$ cat config.mk
export PLATFORM = sky130hd
export DESIGN_NAME = quad_pipe
export DESIGN_NICKNAME = d
export VERILOG_FILES = /design/src/rtl/quad_pipe.sv
export SDC_FILE = /design/constraint.sdc
export NUM_CORES = 1
export LEC_CHECK = 0
export BUFFER_PORTS_ARGS = -buffer_cell sky130_fd_sc_hd__buf_2
export CAP_MARGIN = 20
export CORE_MARGIN = 8
export CORE_UTILIZATION = 60
export CTS_BUF_LIST = sky130_fd_sc_hd__clkbuf_2 sky130_fd_sc_hd__clkbuf_4 sky130_fd_sc_hd__clkbuf_8
export DETAILED_ROUTE_END_ITERATION = 10
export PLACE_DENSITY = 0.76
export SETUP_SLACK_MARGIN = 0.3
export SYNTH_ARGS = -nofsm -noshare
export SYNTH_HDL_FRONTEND = slang
export SYNTH_SLANG_ARGS = --single-unit
$ cat constraint.sdc
create_clock -name clk -period 6.46 [get_ports clk]
set_input_delay 1.938 -clock clk [delete_from_list [all_inputs] [get_ports clk]]
set_output_delay 1.938 -clock clk [all_outputs]
set_load 0.1 [all_outputs]
$ cat src/rtl/quad_pipe.sv
module quad_pipe #(
  parameter int XW = 8
) (
  input  logic                   clk,
  input  logic                   rst,
  input  logic                   valid_in,
  input  logic signed [XW-1:0]   x_in,
  input  logic signed [XW-1:0]   coef_a,
  input  logic signed [XW-1:0]   coef_b,
  input  logic signed [XW-1:0]   coef_c,
  output logic                   valid_out,
  output logic signed [3*XW-1:0] y_out
);

  localparam int W2 = 2 * XW;
  localparam int YW = 3 * XW;

  logic signed [W2-1:0] xw;
  logic signed [W2-1:0] sq1, bx1;
  logic signed [YW-1:0] ax2, bxc2;
  logic                 v1, v2, v3;

  assign xw = W2'(x_in);

  always_ff @(posedge clk) begin
    sq1  <= xw * xw;
    bx1  <= W2'(coef_b) * xw;
    ax2  <= YW'(coef_a) * YW'(sq1);
    bxc2 <= YW'(bx1) + YW'(coef_c);
    y_out <= ax2 + bxc2;
  end

  always_ff @(posedge clk) begin
    if (rst) begin
      v1 <= 1'b0;
      v2 <= 1'b0;
      v3 <= 1'b0;
    end else begin
      v1 <= valid_in;
      v2 <= v1;
      v3 <= v2;
    end
  end

  assign valid_out = v3;

  logic [1:0] since_rst;
  always_ff @(posedge clk) begin
    if (rst) since_rst <= 2'd0;
    else if (since_rst != 2'd3) since_rst <= since_rst + 2'd1;
  end

  logic signed [YW-1:0] model_y;
  assign model_y = YW'(coef_a) * YW'(x_in) * YW'(x_in) + YW'(coef_b) * YW'(x_in) + YW'(coef_c);

  assert_latency_R2: assert property (@(posedge clk) disable iff (rst)
    (since_rst == 2'd3) |-> (valid_out == $past(valid_in, 3)));

  assert_value_R1: assert property (@(posedge clk) disable iff (rst)
    (since_rst == 2'd3 && valid_out) |-> (y_out == $past(model_y, 3)));

  assert_flush_R5: assert property (@(posedge clk)
    rst |=> !valid_out);

  assert_square_sign_R7: assert property (@(posedge clk) disable iff (rst)
    v1 |-> !sq1[W2-1]);

endmodule

Word level (Yosys, flattened, before mapping)
Index checks and enable logic that the tools add are counted.

Register bits: 100. Logic and storage cells: 13. Input bits: 35.

Add/sub/neg operators: 2. Multipliers: 3.

Operators with widths (count): $mul A8 B8 Y16 (2); $add A24 B17 Y24 (1); $mul A8 B16 Y24 (1); $add A16 B8 Y17 (1).

Logic depth before layout (Yosys ltp)
Gate-level depths: netlist of run 1.

Depth after elaboration: 1. Depth in mapped cells: 18. Mapped depth without buffers: 17.

Worst setup path before layout of run 1
No wires, ideal clock.

Kind: input port to flip-flop. Start point: in x_in[4]. End point: reg bx1[15]. Required time: 6.388 ns. Path slack: 0.462 ns. Setup time: 0.072 ns. Path buffers: 1. Cell stages on the path: 14. Data arrival time: 5.925 ns. Cells stage by stage: clkbuf_1 -> and2_1 -> fa_1 -> inv_1 -> fa_1 -> fa_1 -> fa_1 -> inv_1 -> ha_1 -> or2_2 -> a21o_1 -> a31o_2 -> a21oi_1 -> xnor2_1.

Word-level cells in the longest chain between the ends: 1.

RTL lines: from (decl) (line 7) `input logic signed [XW-1:0] x_in,`; $mul A8 B8 Y16 (line 27) `bx1 <= W2'(coef_b) * xw;`; to (signal assigned) (line 27); to (decl) (line 19) `logic signed [W2-1:0] sq1, bx1;`.

No other way between the ends. A chain may end at the register's enable or synchronous reset.

Worst setup path in the final report of run 1
Start point: in x_in[7]. End point: reg sq1[15].

Word-level cells in the longest chain between the ends: 1.

RTL lines: $mul A8 B8 Y16 (line 26) `sq1 <= xw * xw;`; to (signal assigned) (line 26); to (decl) (line 19).

No other way between the ends.

==> out/metrics.yaml, run 1 <==
status: "finished clean"
clock_path_buffers: 2
synth_top_family_by_area: "adder cells"
yosysUniqueCellTypes: 55
postSynthCellCount: 1404
n_antenna_cell: 0
ys_seq_area_share_pct: 15.3
synth_xor_xnor_area_share_pct: 5.69
ys_warn_count: 0
slowest_stage: "fa_1"
mostFrequentLayoutCell: "inv_1"
max_stage_delay_ns: 0.56
synthSimpleGateAreaFrac_pct: 15.2
tightestPinTransition_ns: 0.631
postRouteAntennaNets: 0
cts_setup_buffers: 0
rr_worst_depth: 14
worstReg2RegEnd: "ax2[22]"
area_delta_synth_final_pct: 6.58
synth_edf_count: 0
hold_end: "valid_out"
grt_pass1_vias: 9639
htree_levels: 3
fin_crit_sh_pct: 90.4
min_period_ns: 5.84
ios: 60
routedWlPerCell_microns: 14.7
overflow: 0
setup_tns_ns: 0
dpl_worst_slack_ns: 0.211
drive_gt1_share_pct: 6.40
synth_fa_ha_area_share_pct: 44.8
synth_mux_area_share_pct: 0.242
final_util_pct: 65.4
io_buffers: 59
clk-insertion-delay-late_ns: 0.39
core-area_sq_mm: 0.0211
max_freq_ghz: 0.171
ys_async_sr_fraction_pct: 0
row_count: 53
synth_top_flop_cell: "dfxtp_1"
track_usage_pct: 20.3
via_per_inst: 5.30
ys_ff_latch: 99
hp-class: "register to register"
layout.nets: 1839
grt_pass1_wl_microns: 44300
ff2ff_setup_slack_ns: 2.08
grt_max_degree: 19
drv_cap: 0
mostFrequentLayoutCells: "inv_1 (291), fa_1 (205), and2_1 (144), ha_1 (135), dfxtp_1 (99)"
synth_area_sq_mm: 0.0129
die_area_sq_mm: 0.0265
cts_resized: 0
path_clk_slew_ns: 0.11
cts_tree: "done"
place_hpwl_microns: 21800
initial_core_util_pct: 61.4
drt-total-wl_microns: 25600
cts-root-buf: "clkbuf_8"
slew_headroom_pct: 57.6
clock_sinks: 99
grt_setup_unrepaired: "no"
drtIter0Drc: 369
worst-path-buf-inv: 4
antenna_found_initial: 0
min_path_cells: 1
crit_chain: "buf_2 > inv_1 > nor2_1 > fa_1 > fa_1 > fa_1 > inv_1 > fa_1 > inv_1 > ha_1 > nor3_1 > o221ai_1 > a31o_2 > a21oi_1 > xnor2_1"
routed-via-count: 9238
worstPathArrival_ns: 6.17
required_ns: 6.79
finalMaxSlewViolations: 0
gp_congestion: 0.894
die_h_microns: 163
cp_max_fo: 14
fin_hold_ws_ns: 0.445
critical_path_class: "input port to register"
finalSetupViolCount: 0
hp-start: "v2"
reg2reg_from: "sq1[9]"
cp-end-kind: "register"
critPathLaunchType: "input port"
cts_buffers: 9
holdBufCountCts: 0
synth_compound_area_share_pct: 9.64
hold_violations: 0
avgSynthCellArea_sq_um: 9.22
path_delay_family: "adder cells"
die_w_microns: 163
first_pass_iters: 7
fin_skew_ns: 0.0167
path_common_cell: "fa_1"
worst_slack_ns: 0.621
drc_errors: 0
sequential cells by signal, indices dropped and copies added (netlist names):
| name | flops |
|---|---|
| ax2 | 24 |
| y_out | 24 |
| bxc2 | 17 |
| bx1 | 16 |
| sq1 | 15 |
| v1 | 1 |
| v2 | 1 |
| valid_out | 1 |
stage by stage:
stage                     std cells  instance area (sq um)
final                          1744                  13800
after global placement         1728                  13600
after floorplan                1407                  12900
after detailed placement       1728                  13600
after global routing           1744                  13800
after CTS                      1744                  13800
synthesized netlist by cell type (all sizes together), types with 13 or more instances:
| library cell | count | area [sq um] |
|---|---|---|
| nor3 | 20 | 100 |
| ha | 135 | 1690 |
| inv | 291 | 1090 |
| dfxtp | 99 | 1980 |
| clkbuf | 21 | 78.8 |
| a21oi | 49 | 245 |
| nor2b | 20 | 133 |
| and2 | 144 | 901 |
| fa | 205 | 4100 |
| o21a | 13 | 97.6 |
| nor2 | 72 | 270 |
| nand2 | 81 | 304 |
| a21o | 27 | 203 |
| o21ai | 30 | 150 |
| xor2 | 20 | 175 |
| xnor2 | 64 | 561 |
how the worst max path moves through the flow:
stage	start	end	slack, ns	depth (start not counted)
after CTS	x_in[7]	sq1[15]	0.64	15
final	x_in[7]	sq1[15]	0.62	15
after global routing	x_in[7]	sq1[15]	0.39	15
after global placement	x_in[7]	sq1[15]	0.31	15
after detailed placement	x_in[7]	sq1[15]	0.21	15
after floorplan	x_in[4]	bx1[15]	0.46	14
logic make-up (layout without fill, tap and decap cells):
logic type | after synthesis | count (layout)
adders and majority gates | 340 | 340
AOI/OAI and AO/OA | 186 | 186
DFF | 99 | 99
xor gates and xnor gates | 84 | 84
and+or+nand+nor | 377 | 377
muxes | 3 | 3
other | 2 | 5
buffers and inverters | 313 | 375
final cells by class:
cell class | count | area [sq um]
Multi-Input combinational cell | 995 | 9790
Fill cell | 1732 | 7300
Sequential cell | 99 | 1980
Inverter | 291 | 1090
Timing Repair Buffer | 68 | 363
Tap cell | 275 | 344
Clock buffer | 10 | 131
Clock inverter | 6 | 83.8
metal layers:
metal / track usage [%] / vias up / part of all wire, %
li1: - / 4508 / -
met1: 26.1 / 4455 / 44
met2: 34.9 / 242 / 48
met3: 3.44 / 33 / 5.9
met4: 5.46 / 0 / 1.4
met5: 0 / - / 0
Power of run 1 is left out: the tool's default activity adds up to more than one toggle a clock period on the data nets, which glitch-free logic cannot reach.
==> inputs of run 2 (changes only) <==
--- a/config.mk
+++ b/config.mk
@@ -8,10 +8,10 @@
 export BUFFER_PORTS_ARGS = -buffer_cell sky130_fd_sc_hd__buf_2
 export CAP_MARGIN = 20
 export CORE_MARGIN = 8
-export CORE_UTILIZATION = 60
+export CORE_UTILIZATION = 55
 export CTS_BUF_LIST = sky130_fd_sc_hd__clkbuf_2 sky130_fd_sc_hd__clkbuf_4 sky130_fd_sc_hd__clkbuf_8
 export DETAILED_ROUTE_END_ITERATION = 10
-export PLACE_DENSITY = 0.76
+export PLACE_DENSITY = 0.71
 export SETUP_SLACK_MARGIN = 0.3
 export SYNTH_ARGS = -nofsm -noshare
 export SYNTH_HDL_FRONTEND = slang
==> out/metrics.yaml, run 2 (synthesis results as in run 1) <==
via_per_inst: 5.15
place_hpwl_microns: 21900
grt_max_degree: 20
grt_setup_unrepaired: "no"
htree_levels: 3
critPathLaunchType: "input port"
drt-total-wl_microns: 25600
cts_tree: "done"
gp_congestion: 0.896
postRouteAntennaNets: 0
drc_errors: 0
hp-class: "register to register"
min_period_ns: 5.82
grt_pass1_vias: 9589
mostFrequentLayoutCell: "inv_1"
row_count: 56
grt_pass1_wl_microns: 44600
drtIter0Drc: 463
routed-via-count: 9200
tightestPinTransition_ns: 0.647
routedWlPerCell_microns: 14.3
stdcell_area_sq_mm: 0.0139
track_usage_pct: 18.9
clock_sinks: 99
io_buffers: 59
core-area_sq_mm: 0.0233
required_ns: 6.72
reg_top3: "ax2 (24), y_out (24), bxc2 (17)"
place_area_sq_mm: 0.0136
ff2ff_setup_slack_ns: 2.07
path_clk_slew_ns: 0.10
area_delta_synth_final_pct: 7.09
first_pass_iters: 5
fin_skew_ns: 0.0122
die_w_microns: 169
cp-end-kind: "register"
max_freq_ghz: 0.172
finalMaxSlewViolations: 0
stdcell_count: 1787
cts_buffers: 9
worstPathArrival_ns: 6.08
cts_setup_buffers: 0
critical_path_class: "input port to register"
cp_max_fo: 10
clk-insertion-delay-late_ns: 0.37
fin_crit_sh_pct: 90.1
mostFrequentLayoutCells: "inv_1 (291), fa_1 (205), and2_1 (144), ha_1 (135), dfxtp_1 (99)"
drv_cap: 0
holdBufCountCts: 0
layout.nets: 1839
status: "finished clean"
drive_gt1_share_pct: 6.34
die_h_microns: 169
die_area_sq_mm: 0.0287
finalSetupViolCount: 0
ios: 60
final_util_pct: 59.6
hold_violations: 0
cts_resized: 0
setup_tns_ns: 0
n_antenna_cell: 0
clock_path_buffers: 2
initial_core_util_pct: 55.6
cts-root-buf: "clkbuf_8"
dp_cells: 1772
antenna_found_initial: 0
slew_headroom_pct: 56.4
overflow: 0
run 2: routing by layer:
layer,vias up,track usage (%),share of wire [%]
li1,4513,-,-
met1,4487,25.0,46
met2,182,32.6,48
met3,18,2.84,4.3
met4,0,3.23,0.84
met5,-,0,0
run 2: path summary, 6_finish.rpt:
check,start,endpoint,cells past startpoint
max,coef_a[7],ax2[23],17
min,v2,valid_out,1
min reg2reg,v2,valid_out,1
max reg2reg,sq1[9],ax2[22],14
run 2: through the flow:
step                      hold slack, ns  setup slack [ns]
after floorplan                    0.414             0.462
after global placement             0.421             0.307
final                              0.451             0.637
after global routing               0.466             0.333
after CTS                          0.454             0.652
after detailed placement           0.428             0.231
run 2: critical path, cell delays in order:
cell and delay (ns):
buf_2 0.10, inv_1 0.32, nor2_1 0.13, fa_1 0.52, fa_1 0.43, fa_1 0.49, inv_1 0.05, fa_1 0.47
inv_1 0.04, ha_1 0.31, o21a_1 0.22, o21ai_0 0.23, a311oi_1 0.08, buf_4 0.15, o211ai_1 0.27, a41oi_1 0.18
xnor2_1 0.15
run 2: cell type report:
class / instances / area, sq um
clock inverter: 6 / 103
inverter: 291 / 1090
clock buffer: 9 / 124
sequential: 99 / 1980
fill: 2078 / 9410
tap: 319 / 399
multi-input combinational: 995 / 9790
timing repair buffer: 68 / 363
Power of run 2 is left out for the same reason.
